==> src/rtl/vsg_pkg.sv <==
package vsg_pkg;

  localparam int SHIFT_W = 2;
  localparam int NTAP    = 1 << SHIFT_W;

  typedef struct packed {
    logic               hs_sel;
    logic               h_inv;
    logic [SHIFT_W-1:0] h_shift;
    logic               vs_sel;
    logic               v_inv;
    logic               pal;
    logic               zv;
  } vsg_cfg_t;

endpackage

==> src/rtl/vsg_cfg_latch.sv <==
module vsg_cfg_latch
  import vsg_pkg::*;
(
  input  logic     clk,
  input  logic     rst_n,
  input  logic     line_start,
  input  vsg_cfg_t cfg_in,
  output vsg_cfg_t cfg_q,
  output logic     eff_hs_sel,
  output logic     eff_vs_sel,
  output logic     eff_pal,
  output logic     eff_zv
);

  // Mode selection seen by the decoders in this cycle: new values at a line start.
  always_comb begin
    eff_hs_sel = line_start ? cfg_in.hs_sel : cfg_q.hs_sel;
    eff_vs_sel = line_start ? cfg_in.vs_sel : cfg_q.vs_sel;
    eff_pal    = line_start ? cfg_in.pal    : cfg_q.pal;
    eff_zv     = line_start ? cfg_in.zv     : cfg_q.zv;
  end

  always_ff @(posedge clk or negedge rst_n) begin
    if (!rst_n) begin
      cfg_q <= '0;
    end else if (line_start) begin
      cfg_q <= cfg_in;
    end
  end

endmodule

==> src/rtl/vsg_hdec.sv <==
module vsg_hdec #(
  parameter int XW          = 10,
  parameter int H_BLANK     = 138,
  parameter int HS_W        = 64,
  parameter int HS_OFS_NTSC = 16,
  parameter int HS_OFS_PAL  = 12
) (
  input  logic          clk,
  input  logic          rst_n,
  input  logic [XW-1:0] pix_x,
  input  logic          hs_sel,
  input  logic          pal,
  output logic          h_raw_q
);

  localparam logic [XW-1:0] HB_X    = XW'(H_BLANK);
  localparam logic [XW-1:0] N_BEG_X = XW'(HS_OFS_NTSC);
  localparam logic [XW-1:0] N_END_X = XW'(HS_OFS_NTSC + HS_W);
  localparam logic [XW-1:0] P_BEG_X = XW'(HS_OFS_PAL);
  localparam logic [XW-1:0] P_END_X = XW'(HS_OFS_PAL + HS_W);

  logic [XW-1:0] beg_x;
  logic [XW-1:0] end_x;
  logic          in_pulse;
  logic          h_raw_d;

  always_comb begin
    beg_x    = pal ? P_BEG_X : N_BEG_X;
    end_x    = pal ? P_END_X : N_END_X;
    in_pulse = (pix_x >= beg_x) && (pix_x < end_x);
    h_raw_d  = hs_sel ? ~in_pulse : (pix_x >= HB_X);
  end

  always_ff @(posedge clk or negedge rst_n) begin
    if (!rst_n) begin
      h_raw_q <= 1'b0;
    end else begin
      h_raw_q <= h_raw_d;
    end
  end

endmodule

==> src/rtl/vsg_vdec.sv <==
module vsg_vdec #(
  parameter int XW            = 10,
  parameter int YW            = 9,
  parameter int H_TOTAL       = 858,
  parameter int H_BLANK       = 138,
  parameter int VB_LINES      = 19,
  parameter int VS_START      = 3,
  parameter int VS_NTSC_LINES = 3,
  parameter int VS_PAL_FULL   = 2,
  parameter int ZV_LINES      = 6,
  parameter int ZV_SKEW       = 8
) (
  input  logic          clk,
  input  logic          rst_n,
  input  logic [XW-1:0] pix_x,
  input  logic [YW-1:0] line_y,
  input  logic          field_even,
  input  logic          vs_sel,
  input  logic          pal,
  input  logic          zv,
  output logic          v_raw_q
);

  localparam logic [XW-1:0] HALF_X    = XW'(H_TOTAL / 2);
  localparam logic [XW-1:0] ZV_ODD_X  = XW'(H_BLANK + ZV_SKEW);
  localparam logic [XW-1:0] ZV_EVEN_X = XW'(H_BLANK - ZV_SKEW);
  localparam logic [YW-1:0] VB_Y      = YW'(VB_LINES);
  localparam logic [YW-1:0] VS_BEG_Y  = YW'(VS_START);
  localparam logic [YW-1:0] VS_N_END  = YW'(VS_START + VS_NTSC_LINES);
  localparam logic [YW-1:0] VS_P_END  = YW'(VS_START + VS_PAL_FULL);
  localparam logic [YW-1:0] ZV_LAST_Y = YW'(ZV_LINES);

  logic [XW-1:0] zv_x;
  logic          zv_lvl;
  logic          vs_n;
  logic          vs_p;
  logic          v_raw_d;

  always_comb begin
    zv_x   = field_even ? ZV_EVEN_X : ZV_ODD_X;
    zv_lvl = ((line_y == '0) && (pix_x >= zv_x)) ||
             ((line_y != '0) && (line_y < ZV_LAST_Y)) ||
             ((line_y == ZV_LAST_Y) && (pix_x < zv_x));
    vs_n   = (line_y >= VS_BEG_Y) && (line_y < VS_N_END);
    vs_p   = ((line_y >= VS_BEG_Y) && (line_y < VS_P_END)) ||
             ((line_y == VS_P_END) && (pix_x < HALF_X));
    if (zv) begin
      v_raw_d = zv_lvl;
    end else if (vs_sel) begin
      v_raw_d = pal ? ~vs_p : ~vs_n;
    end else begin
      v_raw_d = (line_y >= VB_Y);
    end
  end

  always_ff @(posedge clk or negedge rst_n) begin
    if (!rst_n) begin
      v_raw_q <= 1'b0;
    end else begin
      v_raw_q <= v_raw_d;
    end
  end

endmodule

==> src/rtl/vsg_hshift.sv <==
module vsg_hshift
  import vsg_pkg::*;
(
  input  logic               clk,
  input  logic               rst_n,
  input  logic               d,
  input  logic [SHIFT_W-1:0] shift,
  input  logic               inv,
  output logic               q
);

  logic [NTAP-2:0] dly_q;
  logic [NTAP-1:0] tap;
  logic            q_d;

  generate
    if (NTAP > 2) begin : g_long
      always_ff @(posedge clk or negedge rst_n) begin
        if (!rst_n) begin
          dly_q <= '0;
        end else begin
          dly_q <= {dly_q[NTAP-3:0], d};
        end
      end
    end else begin : g_short
      always_ff @(posedge clk or negedge rst_n) begin
        if (!rst_n) begin
          dly_q <= '0;
        end else begin
          dly_q <= d;
        end
      end
    end
  endgenerate

  always_comb begin
    tap = {dly_q, d};
    q_d = tap[shift] ^ inv;
  end

  always_ff @(posedge clk or negedge rst_n) begin
    if (!rst_n) begin
      q <= 1'b0;
    end else begin
      q <= q_d;
    end
  end

endmodule

==> src/rtl/vid_sync_gen.sv <==
module vid_sync_gen
  import vsg_pkg::*;
#(
  parameter int XW            = 10,
  parameter int YW            = 9,
  parameter int H_TOTAL       = 858,
  parameter int H_BLANK       = 138,
  parameter int HS_W          = 64,
  parameter int HS_OFS_NTSC   = 16,
  parameter int HS_OFS_PAL    = 12,
  parameter int VB_LINES      = 19,
  parameter int VS_START      = 3,
  parameter int VS_NTSC_LINES = 3,
  parameter int VS_PAL_FULL   = 2,
  parameter int ZV_LINES      = 6,
  parameter int ZV_SKEW       = 8
) (
  input  logic               clk,
  input  logic               rst_n,
  input  logic               pix_ce,
  input  logic [XW-1:0]      pix_x,
  input  logic [YW-1:0]      line_y,
  input  logic               field_even,
  input  logic               cfg_hs_sel,
  input  logic               cfg_h_inv,
  input  logic [SHIFT_W-1:0] cfg_h_shift,
  input  logic               cfg_vs_sel,
  input  logic               cfg_v_inv,
  input  logic               cfg_pal,
  input  logic               cfg_zv,
  output logic               h_out,
  output logic               v_out
);

  logic     line_start;
  vsg_cfg_t cfg_in;
  vsg_cfg_t cfg_q;
  logic     eff_hs_sel;
  logic     eff_vs_sel;
  logic     eff_pal;
  logic     eff_zv;
  logic     h_raw_q;
  logic     v_raw_q;
  logic     v_out_d;

  always_comb begin
    line_start     = pix_ce && (pix_x == '0);
    cfg_in.hs_sel  = cfg_hs_sel;
    cfg_in.h_inv   = cfg_h_inv;
    cfg_in.h_shift = cfg_h_shift;
    cfg_in.vs_sel  = cfg_vs_sel;
    cfg_in.v_inv   = cfg_v_inv;
    cfg_in.pal     = cfg_pal;
    cfg_in.zv      = cfg_zv;
    v_out_d        = v_raw_q ^ cfg_q.v_inv;
  end

  vsg_cfg_latch u_cfg (
    .clk        (clk),
    .rst_n      (rst_n),
    .line_start (line_start),
    .cfg_in     (cfg_in),
    .cfg_q      (cfg_q),
    .eff_hs_sel (eff_hs_sel),
    .eff_vs_sel (eff_vs_sel),
    .eff_pal    (eff_pal),
    .eff_zv     (eff_zv)
  );

  vsg_hdec #(
    .XW(XW), .H_BLANK(H_BLANK), .HS_W(HS_W),
    .HS_OFS_NTSC(HS_OFS_NTSC), .HS_OFS_PAL(HS_OFS_PAL)
  ) u_hdec (
    .clk     (clk),
    .rst_n   (rst_n),
    .pix_x   (pix_x),
    .hs_sel  (eff_hs_sel),
    .pal     (eff_pal),
    .h_raw_q (h_raw_q)
  );

  vsg_vdec #(
    .XW(XW), .YW(YW), .H_TOTAL(H_TOTAL), .H_BLANK(H_BLANK),
    .VB_LINES(VB_LINES), .VS_START(VS_START), .VS_NTSC_LINES(VS_NTSC_LINES),
    .VS_PAL_FULL(VS_PAL_FULL), .ZV_LINES(ZV_LINES), .ZV_SKEW(ZV_SKEW)
  ) u_vdec (
    .clk        (clk),
    .rst_n      (rst_n),
    .pix_x      (pix_x),
    .line_y     (line_y),
    .field_even (field_even),
    .vs_sel     (eff_vs_sel),
    .pal        (eff_pal),
    .zv         (eff_zv),
    .v_raw_q    (v_raw_q)
  );

  vsg_hshift u_hshift (
    .clk   (clk),
    .rst_n (rst_n),
    .d     (h_raw_q),
    .shift (cfg_q.h_shift),
    .inv   (cfg_q.h_inv),
    .q     (h_out)
  );

  always_ff @(posedge clk or negedge rst_n) begin
    if (!rst_n) begin
      v_out <= 1'b0;
    end else begin
      v_out <= v_out_d;
    end
  end

endmodule

==> config.mk <==
export PLATFORM = sky130hd
export DESIGN_NAME = vid_sync_gen
export DESIGN_NICKNAME = d
export VERILOG_FILES = /design/src/rtl/vsg_pkg.sv /design/src/rtl/vsg_cfg_latch.sv /design/src/rtl/vsg_hdec.sv /design/src/rtl/vsg_vdec.sv /design/src/rtl/vsg_hshift.sv /design/src/rtl/vid_sync_gen.sv
export SDC_FILE = /design/constraint.sdc
export NUM_CORES = 1
export LEC_CHECK = 0
export BUFFER_PORTS_ARGS = -buffer_cell sky130_fd_sc_hd__buf_4
export CELL_PAD_IN_SITES_DETAIL_PLACEMENT = 1
export CELL_PAD_IN_SITES_GLOBAL_PLACEMENT = 2
export CORE_UTILIZATION = 33
export CTS_BUF_LIST = sky130_fd_sc_hd__clkbuf_2 sky130_fd_sc_hd__clkbuf_4 sky130_fd_sc_hd__clkbuf_8
export CTS_CLUSTER_DIAMETER = 100
export DETAILED_ROUTE_END_ITERATION = 6
export GPL_TIMING_DRIVEN = 0
export PLACE_DENSITY_LB_ADDON = 0.1
export RECOVER_POWER = 25
export SLEW_MARGIN = 25
export SYNTH_ARGS = -nofsm -noshare
export SYNTH_HDL_FRONTEND = slang
export SYNTH_SLANG_ARGS = --single-unit
==> constraint.sdc <==
create_clock -name clk -period 3.5 [get_ports clk]
set_input_delay 0.35 -clock clk [delete_from_list [all_inputs] [get_ports clk]]
set_output_delay 0.35 -clock clk [all_outputs]
set_load 0.005 [all_outputs]
# Word-level counts from Yosys, hierarchy flattened
# Index checks and enable logic that the tools add are counted.
dict set report word_totals {
  reg_bits 15
  input_bits 31
  output_inout_bits 2
}
dict set report op_classes {
  order_cmp 11
  eq_ne 2
  n_mux 13
  bitwise 5
  n_reduce_logical 14
}
# operator n
set op_table {}
lappend op_table {{greater-or-equal comparator 10 bit} 2}
lappend op_table {{less-than comparator 10 bit} 2}
lappend op_table {{== test 9 x 3 -> 1 bit, second input constant} 2}
lappend op_table {{less-than comparator 9 x 3 -> 1 bit, second input constant} 2}
lappend op_table {{2-to-1 mux 5 bit} 3}
lappend op_table {{greater-or-equal comparator 10 x 8 -> 1 bit, second input constant} 1}
lappend op_table {{logical NOT 10 bit} 1}
lappend op_table {{less-than comparator 10 x 9 -> 1 bit, second input constant} 1}
lappend op_table {{greater-or-equal comparator 9 x 2 -> 1 bit, second input constant} 1}
lappend op_table {{greater-or-equal comparator 9 x 5 -> 1 bit, second input constant} 1}
lappend op_table {{logical NOT 9 bit} 1}
lappend op_table {{2-to-1 mux 1 bit} 9}
lappend op_table {{nonzero test 9 bit} 1}
lappend op_table {{logical AND 1 bit} 8}
lappend op_table {{logical OR 1 bit} 3}
lappend op_table {{less-than comparator 2 x 3 -> 1 bit, second input constant} 1}
lappend op_table {{NOT 1 bit} 3}
lappend op_table {{binary-select mux 1 bit (select 2 bit)} 1}
lappend op_table {{bitwise XOR 1 bit} 2}

# Longest topological paths before layout
# Gate-level depths: netlist (run 1).
dict set report depth {
  ltp_word 8
  mapped_depth 11
  depth_no_buf 11
}

# Hierarchy
# From an unflattened synthesis (run 1), not the netlist that was laid out.
dict set report unflattened {
  hier_cells 76
  area_unflattened_um2 895.9
}
# module n_inst cells_per_inst area_each_um2
set modules_own_cells {}
lappend modules_own_cells {vsg_cfg_latch 1 17 331.6}
lappend modules_own_cells {vsg_vdec 1 29 217.7}
lappend modules_own_cells {vsg_hdec 1 18 155.1}
lappend modules_own_cells {vsg_hshift 1 6 131.4}
lappend modules_own_cells {vid_sync_gen 1 6 60.1}

# Worst setup path after synthesis (run 1)
# OpenSTA, ideal clock, no wires.
dict set report synth_path {
  kind {input port to flip-flop}
  from {input pix_x[0]}
  to {register u_hdec.h_raw_q}
  setup_time_ns 0.140
  arrival_time_ns 2.268
  slack_ns 1.092
  stages 11
  n_path_buf 0
  cell_sequence {nor4b_4 > nand4_4 > mux2_4 > inv_1 > ha_1 > nor2b_1 > o21ai_0 > nand2_1 > mux2_2 > a21oi_1 > o21ai_0}
}
dict set report synth_between {
  elab_chain_cells 8
}
# element line
set synth_lines {}
lappend synth_lines {{start: declaration} vid_sync_gen.sv:21} ;# input logic [XW-1:0] pix_x,
lappend synth_lines {{logical NOT 10 bit} vid_sync_gen.sv:47} ;# line_start = pix_ce && (pix_x == '0);
lappend synth_lines {{logical AND 1 bit} vid_sync_gen.sv:47}
lappend synth_lines {{2-to-1 mux 1 bit} vsg_cfg_latch.sv:19} ;# eff_pal = line_start ? cfg_in.pal : cfg_q.pal;
lappend synth_lines {{2-to-1 mux 5 bit} {vsg_hdec.sv:28, vsg_hdec.sv:29}}
lappend synth_lines {{greater-or-equal comparator 10 bit or less-than comparator 10 bit (tied branches)} vsg_hdec.sv:30} ;# in_pulse = (pix_x >= beg_x) && (pix_x < end_x);
lappend synth_lines {{logical AND 1 bit} vsg_hdec.sv:30}
lappend synth_lines {{NOT 1 bit} vsg_hdec.sv:31} ;# h_raw_d = hs_sel ? ~in_pulse : (pix_x >= HB_X);
lappend synth_lines {{2-to-1 mux 1 bit (*)} vsg_hdec.sv:31}
lappend synth_lines {{via u_hdec.h_raw_d} vsg_hdec.sv:25} ;# logic h_raw_d;
lappend synth_lines {{end signal: assignment} vsg_hdec.sv:38} ;# h_raw_q <= h_raw_d;
lappend synth_lines {{end: declaration} vsg_hdec.sv:13} ;# output logic h_raw_q
# Mark *: on every way through the listed nets, which the timed path passes. The rest lies on a longest branch.
# A chain may end at the register's enable or synchronous reset.

# Worst setup path in the final report (run 1)
# Ends and elaborated chain as after synthesis.

==> results of run 1 <==
layout make-up:
| type | instances | area, sq um |
|---|---|---|
| Multi-Input combinational cell | 60 | 495 |
| Sequential cell | 15 | 375 |
| Inverter | 4 | 15.0 |
| Clock buffer | 4 | 30.0 |
| Timing Repair Buffer | 33 | 246 |
| Fill cell | 298 | 1300 |
| Tap cell | 30 | 37.5 |
synthesized netlist by cell type (all sizes together):
cell type and number:
nand2 6, o31a 1, a21o 1, nor2b 2, inv 4, mux4 1
o41ai 1, nand4 1, nor4b 1, a311oi 1, mux2 8, o21ai 6
xor2 2, dfrtp 15, nand2b 1, a311o 1, nor2 7, a21oi 4
nor3 4, o211a 2, ha 4, nand3 1, nand4b 1, mux2i 2
or4 1, nand3b 1
final timing paths:
check,from,to,depth (start not counted)
max reg2reg,u_cfg.cfg_q[1],u_hdec.h_raw_q,9
max in group asynchronous,rst_n,v_out,2
min reg2reg,u_hshift.dly_q[1],u_hshift.dly_q[2],0
min in group asynchronous,rst_n,u_cfg.cfg_q[6],2
max,pix_x[0],u_hdec.h_raw_q,12
min,cfg_h_shift[1],u_cfg.cfg_q[5],2
per-stage QoR:
stage / setup WS [ns] / instances
floorplan: 1.09 / 79
CTS: 0.949 / 146
detailed placement: 0.639 / 141
global placement: 0.739 / 141
global route: 0.819 / 146
finish: 0.987 / 146
registers in the layout, indices dropped and copies added, names as in the netlist:
register and flops:
u_cfg.cfg_q 8, u_hshift.dly_q 3, u_hdec.h_raw_q 1, u_hshift.q 1, u_vdec.v_raw_q 1, v_out 1
power groups by stage:
stage / registers (mW) / logic [mW] / clock network [mW]
after floorplan: 0.183 / 0.0215 / 0
after global placement: 0.183 / 0.0633 / 0
after detailed placement: 0.184 / 0.0658 / 0
after CTS: 0.180 / 0.0669 / 0.110
after global routing: 0.181 / 0.0727 / 0.117
final: 0.180 / 0.0653 / 0.104
placed cells by master, fill, tap and decap left out, drive strengths merged:
| cell type | n |
|---|---|
| nand4b | 1 |
| o41ai | 1 |
| nand2b | 1 |
| a21o | 1 |
| mux4 | 1 |
| a311o | 1 |
| ha | 4 |
| nor4b | 1 |
| nor2b | 2 |
| o31a | 1 |
| nor2 | 7 |
| xor2 | 2 |
| or4 | 1 |
| a21oi | 4 |
| dfrtp | 15 |
| o211a | 2 |
| nand3b | 1 |
| nand2 | 6 |
| dlygate4sd3 | 1 |
| clkbuf | 5 |
| nand4 | 1 |
| buf | 31 |
| o21ai | 6 |
| mux2i | 2 |
| a311oi | 1 |
| nor3 | 4 |
| inv | 4 |
| nand3 | 1 |
| mux2 | 8 |
what timing repair did:
action	CTS	global route
buffers inserted	0	0
hold endpoints to repair	15	0
hold buffers	1	0
kinds of logic (layout without fill, tap and decap cells):
kind of cell / Yosys count / after routing / share of synthesized area (%)
multiplexers: 11 / 11 / 15.4
flip-flops: 15 / 15 / 42.4
AO/OA/AOI/OAI: 17 / 17 / 13.4
AND/OR/NAND/NOR: 26 / 26 / 19.5
buffers and inverters: 4 / 41 / 1.69
adder cells (fa/ha/maj): 4 / 4 / 5.65
XOR/XNOR: 2 / 2 / 1.98
worst reg2reg max path: cells and delay by family (launching register included):
kind / cells / cell delay [ns]
muxes: 2 / 0.58
AOI/OAI and AO/OA: 3 / 0.43
DFF: 1 / 0.38
adders and majority gates: 1 / 0.22
buffers and inverters: 1 / 0.07
and+or+nand+nor: 2 / 0.21
per-layer routing:
layer	part of all wire, %	vias up	global-route usage, %
met5	0	-	0
met4	0	0	2.63
met3	6.3	0	5.93
met2	52	21	29.6
met1	42	357	20.4
li1	-	365	-
==> impl_results.md, run 1 <==
- Post-Syn Area per Cell: roughly 11 sq um
- Total wire length: slightly above 2000 um
- Cells after synthesis: 79
- Slew headroom: between 40% and 50%
- Die height: 53.8 um
- CP most frequent cell: o21ai_0
- Reg2Reg Setup Slack: 1.49 ns
- Wire per inst: about 14 um
- Clk sink count: 15
- Sw frac: 23.7%
- Max Cap Viol: 0
- HP Class: in2reg
- Initial antenna violation count: 0
- Ant diodes: 0
- Rows: 18
- Worst setup EP type: register
- Worst hold slack: between 0.2 and 0.3 ns
- Crit-path cells: buf_4 > nor4b_4 > nand4_4 > mux2_4 > inv_1 > ha_1 > nor2b_1 > o21ai_0 > nand2_1 > mux2_2 > a21oi_1 > o21ai_0
- Unrepaired setup endpoints after global routing: no
- Vias: between 700 and 800
- DP HPWL: approximately 1700 um
- GP Congestion: about 0.74
- Global-route wire length before repair: 3420 um
- Fmax achieved: around 0.40 GHz
- Initial drt markers: 5
- Critical Path Max Stage Delay: about 0.40 ns
- Buf+Inv Stages, Crit Path: 2
- Ratio of cells with drive above 1 in the final layout: between 40% and 50%
- CTS tree: built
- Overall power: roughly 0.35 mW
- Clock power frac: ~30%
- NetSw: just over 0.08 mW
- Fin crit share: between 70 and 80%
- Req. time, crit path: ~3.6 ns
- Starting Density: a little over a third
- Cell Area, Placed: approximately 0.0012 sq mm
- Setup TNS: 0 ns
- Yosys top cell by area: dfrtp_1
- CORE AREA: around 0.0025 sq mm
- Post-route DRC: 0
- Pwr dens: about 290 mW/mm^2
- Kind of critical path: in2reg
- IO Port Bufs: 32
- # IOs: 33
- Clock Tree Buf Depth: 2
- Grt ovf: 0
- CP max FO: 9
- Post-route ant nets: 0
- Final min period: 2.51 ns
- CTS Buf Count: 3
- Vias/cell: ~5
- Top cell type's share of synthesized area: between 40 and 50%
- Fin Clk Skew: about 0.00086 ns
- Total Routing Usage GR: roughly 17%
- Leakage Power: about 0.6 nW
- Final Util: 48.0%
- Yosys cell types: 29
- Worst slew pin tran: 0.754 ns
- Layout Nets: roughly 150
- Seq pwr share: between 50 and 60%
- Maximum VDD drop: a little under 200 uV
- Fin. Hold Viols: 0
- Combinational power share: between 10% and 20%
- Mapped Nets: approximately 110
- Endpoints failing setup: 0
- Die W: around 54 um
- Design Area, Final: ~0.0012 sq mm
- Yosys warning total: 0
- Clock slew at reported path FFs: about 0.08 ns
- Synthesis-stage register bit count: 15
- Status: finished clean
- CP top delay family: simple AND/OR/NAND/NOR gates
- Slew Limit Fails: 0
- Layout area overhead: 35.5%
- Worst Path Arrival: between 2 and 3 ns
- Skew-Pair Late Insertion Delay: ~0.28 ns
- Vias in the first global route: a little under 800
- Register area share after synthesis: a little over two fifths
- Syn Std Cell Area: between 800 and 900 sq um
- PostCTS Resize Cnt: 0
- Int Power: between 0.2 and 0.3 mW
- Largest net degree at the start of global routing: 16
- Die area: slightly below 0.003 sq mm
- Root buf cell: clkbuf_4
- Pre-Repair DR Iteration Count: 3
- H-tree Lvls: 1
- Nature of the critical path startpoint: primary input
- Largest cells by area after synthesis: dfrtp_1 (42%), mux2_2 (8.9%), ha_1 (5.6%)
- Slowest CP cell: mux2_4
Note: power is estimated with default switching activity, not from simulation.
==> run 2, diff against run 1 <==
--- a/config.mk
+++ b/config.mk
@@ -8,7 +8,7 @@
 export BUFFER_PORTS_ARGS = -buffer_cell sky130_fd_sc_hd__buf_4
 export CELL_PAD_IN_SITES_DETAIL_PLACEMENT = 1
 export CELL_PAD_IN_SITES_GLOBAL_PLACEMENT = 2
-export CORE_UTILIZATION = 33
+export CORE_UTILIZATION = 30
 export CTS_BUF_LIST = sky130_fd_sc_hd__clkbuf_2 sky130_fd_sc_hd__clkbuf_4 sky130_fd_sc_hd__clkbuf_8
 export CTS_CLUSTER_DIAMETER = 100
 export DETAILED_ROUTE_END_ITERATION = 6
==> constraint.sdc (replaced) <==
create_clock -name clk -period 2.57 [get_ports clk]
set_input_delay 0.257 -clock clk [delete_from_list [all_inputs] [get_ports clk]]
set_output_delay 0.257 -clock clk [all_outputs]
set_load 0.005 [all_outputs]
==> run 2 against run 1 <==
Cell area down 0.10%. Core utilization down 4.9 points. Via count up 0.81%. Hold slack worse by 0.088 ns. Die area up 9.6%. Worst setup slack worse by 0.80 ns. Count of clock-buffer cells in the layout down 1. Wire length up 0.48%. Sequential cell count unchanged.
==> impl_results.md, run 2 (synthesized netlist as in run 1, its figures left out) <==
- Die area: 0.00317 sq mm (+9.6%)
- Placed cell count: 142 (+0.71%)
- NetSw: 0.112 mW (+35%)
- Register area: 375 sq um (unchanged)
- Initial drt markers: 4 (-1)
- Root buf cell: clkbuf_4
- # IOs: 33 (unchanged)
- Commonest cells after routing, fill and taps aside: buf_4 (31), dfrtp_1 (15), nor2_1 (7), mux2_2 (7)
- H-tree Lvls: 1 (unchanged)
- Setup WS pre-CTS: -0.143 ns (-0.782 ns)
- Worst slew pin tran: 0.802 ns (+0.0487 ns)
- Max Cap Viol: 0 (unchanged)
- Final min period: 2.38 ns
- Die W: 56.3 um (+4.7%)
- Layout Nets: 152 (unchanged)
- Leakage Power: 0.591 nW (-0.12%)
- Skew-Pair Late Insertion Delay: 0.28 ns (about the same)
- Pre-Repair DR Iteration Count: 2 (-1)
- Regs by FF count: u_cfg.cfg_q x8, u_hshift.dly_q x3
- Endpoints failing setup: 0 (unchanged)
- Post-route DRC: 0 (unchanged)
- Area of the multi-input gates: 495 sq um (unchanged)
- HP Class: in2reg
- Max reg flops: 8 (unchanged)
- CORE AREA: 0.00278 sq mm (+11%)
- Clock slew at reported path FFs: 0.09 ns (about the same)
- Maximum VDD drop: 279 uV (+41%)
- Most flops, register: u_cfg.cfg_q
- Kind of critical path: in2reg
- Total Routing Usage GR: 15.5% (-1.6 points)
- Post-route ant nets: 0 (unchanged)
- Leading cell type in the layout, fill and taps excluded: buf_4
- Nature of the critical path startpoint: primary input
- Slew Limit Fails: 0 (unchanged)
- Clock Tree Buf Depth: 2 (unchanged)
- Clk sink count: 15 (unchanged)
- Ratio of cells with drive above 1 in the final layout: 42.2% (unchanged)
- Int Power: 0.350 mW (+31%)
- Pwr dens: 385 mW/mm^2 (+32%)
- Worst hold slack: 0.209 ns (-0.0879 ns)
- DP HPWL: 1750 um (+2.5%)
- CP max FO: 9 (unchanged)
- Vias/cell: 5.10 (+0.12%)
- Req. time, crit path: 2.71 ns (-0.93 ns)
- CTS Buf Count: 3 (unchanged)
- Unrepaired setup endpoints after global routing: no
- Status: finished clean
- Starting Density: 31.8% (-3.6 points)
- Vias: 749 (+0.81%)
- Wire per inst: 14.2 um (-0.20%)
- GP Congestion: 0.749 (+1.0%)
- Layout area overhead: 35.3%
- Fin cells: 147 (+0.68%)
- Fillcell total: 327 (+9.7%)
- Grt ovf: 0 (unchanged)
- Initial antenna violation count: 0 (unchanged)
- Seq pwr share: 53.2% (+1.6 points)
- Combinational power share: 19.1% (+0.4 points)
- IO Port Bufs: 32 (unchanged)
- Slew headroom: 46.5% (-3.2 points)
- Total wire length: 2080 um (+0.48%)
- Worst setup EP type: register
- Global-route wire length before repair: 3800 um (+11%)
- Fin Clk Skew: 0.00341 ns (+0.00255 ns)
- CTS tree: built
- Fin. Hold Viols: 0 (unchanged)
- Largest net degree at the start of global routing: 16 (unchanged)
- Ant diodes: 0 (unchanged)
- Fin crit share: between 90 and 100%
- Worst Path Arrival: 2.53 ns (-0.13 ns)
- Vias in the first global route: 865 (+12%)
- Die height: 56.3 um (+4.7%)
- Sw frac: 24.3% (+0.58 points)
- Clock power frac: 27.8% (-1.9 points)
- Worst setup margin: 0.188 ns (-0.798 ns)
- Fmax achieved: between 0.4 and 0.5 GHz
- Rows: 19 (+1)
run 2: changes by cell type in the layout (fill, tap and decap cells not counted):
cell      delta
clkinv_2     +1
clkbuf_4     -1
run 2: stage by stage:
step / instance area [sq um] / total power, mW / TNS (ns) / util [%]
floorplan: 886 / 0.279 / 0 / -
global placement: 1160 / 0.336 / -0.114 / 41.9
detailed placement: 1160 / 0.339 / -0.143 / 41.9
CTS: 1200 / 0.477 / 0 / 43.2
global route: 1200 / 0.494 / 0 / 43.1
finish: 1200 / 0.462 / 0 / 43.1
run 2: layer usage:
metal	GRT usage, %	part of all wire (%)	vias to the layer above
li1	-	-	367
met1	18.7	41	348
met2	26.0	51	30
met3	2.07	6.0	4
met4	9.41	2.3	0
met5	0	0	-
run 2: final timing paths:
path	start	end	slack [ns]	cells past startpoint
max in group asynchronous	rst_n	u_cfg.cfg_q[4]	1.50	2
min in group asynchronous	rst_n	u_hshift.dly_q[0]	0.58	2
max	pix_x[0]	u_hdec.h_raw_q	0.19	12
min	cfg_v_inv	u_cfg.cfg_q[2]	0.21	2
min reg2reg	u_hshift.dly_q[1]	u_hshift.dly_q[2]	0.39	0
max reg2reg	u_cfg.cfg_q[1]	u_hdec.h_raw_q	0.59	9
run 2: area by class of cell:
| cell class | count | area share [%] |
|---|---|---|
| clock buffers | 3 | 1.88 |
| inverters | 4 | 1.25 |
| repair buffers | 33 | 20.6 |
| flip-flops and latches | 15 | 31.3 |
| well taps | 31 | 3.24 |
| clock inverters | 1 | 0.418 |
| multi-input cells | 60 | 41.3 |
run 2: worst max-delay path, stage by stage:
cell,delay [ns]
buf_4,0.13
nor4b_4,0.33
nand4_4,0.24
mux2_4,0.40
inv_1,0.07
ha_1,0.23
nor2b_1,0.13
o21ai_0,0.16
nand2_1,0.08
mux2_2,0.27
a21oi_1,0.13
o21ai_0,0.09
run 2: repair_timing:
item                                    CTS  global route
setup buffers                             0             0
endpoints found under the setup margin    0             0
hold buffers                              1             0
endpoints found under the hold margin    15             0
resized for setup                         0             0
run 2: power groups by stage:
| stage | combinational (mW) | sequential [mW] | clock (mW) |
|---|---|---|---|
| after floorplan | 0.0292 | 0.249 | 0 |
| after detailed placement | 0.0892 | 0.250 | 0 |
| after global routing | 0.100 | 0.246 | 0.147 |
| final | 0.0880 | 0.245 | 0.128 |
| after global placement | 0.0864 | 0.250 | 0 |
| after CTS | 0.0909 | 0.246 | 0.141 |
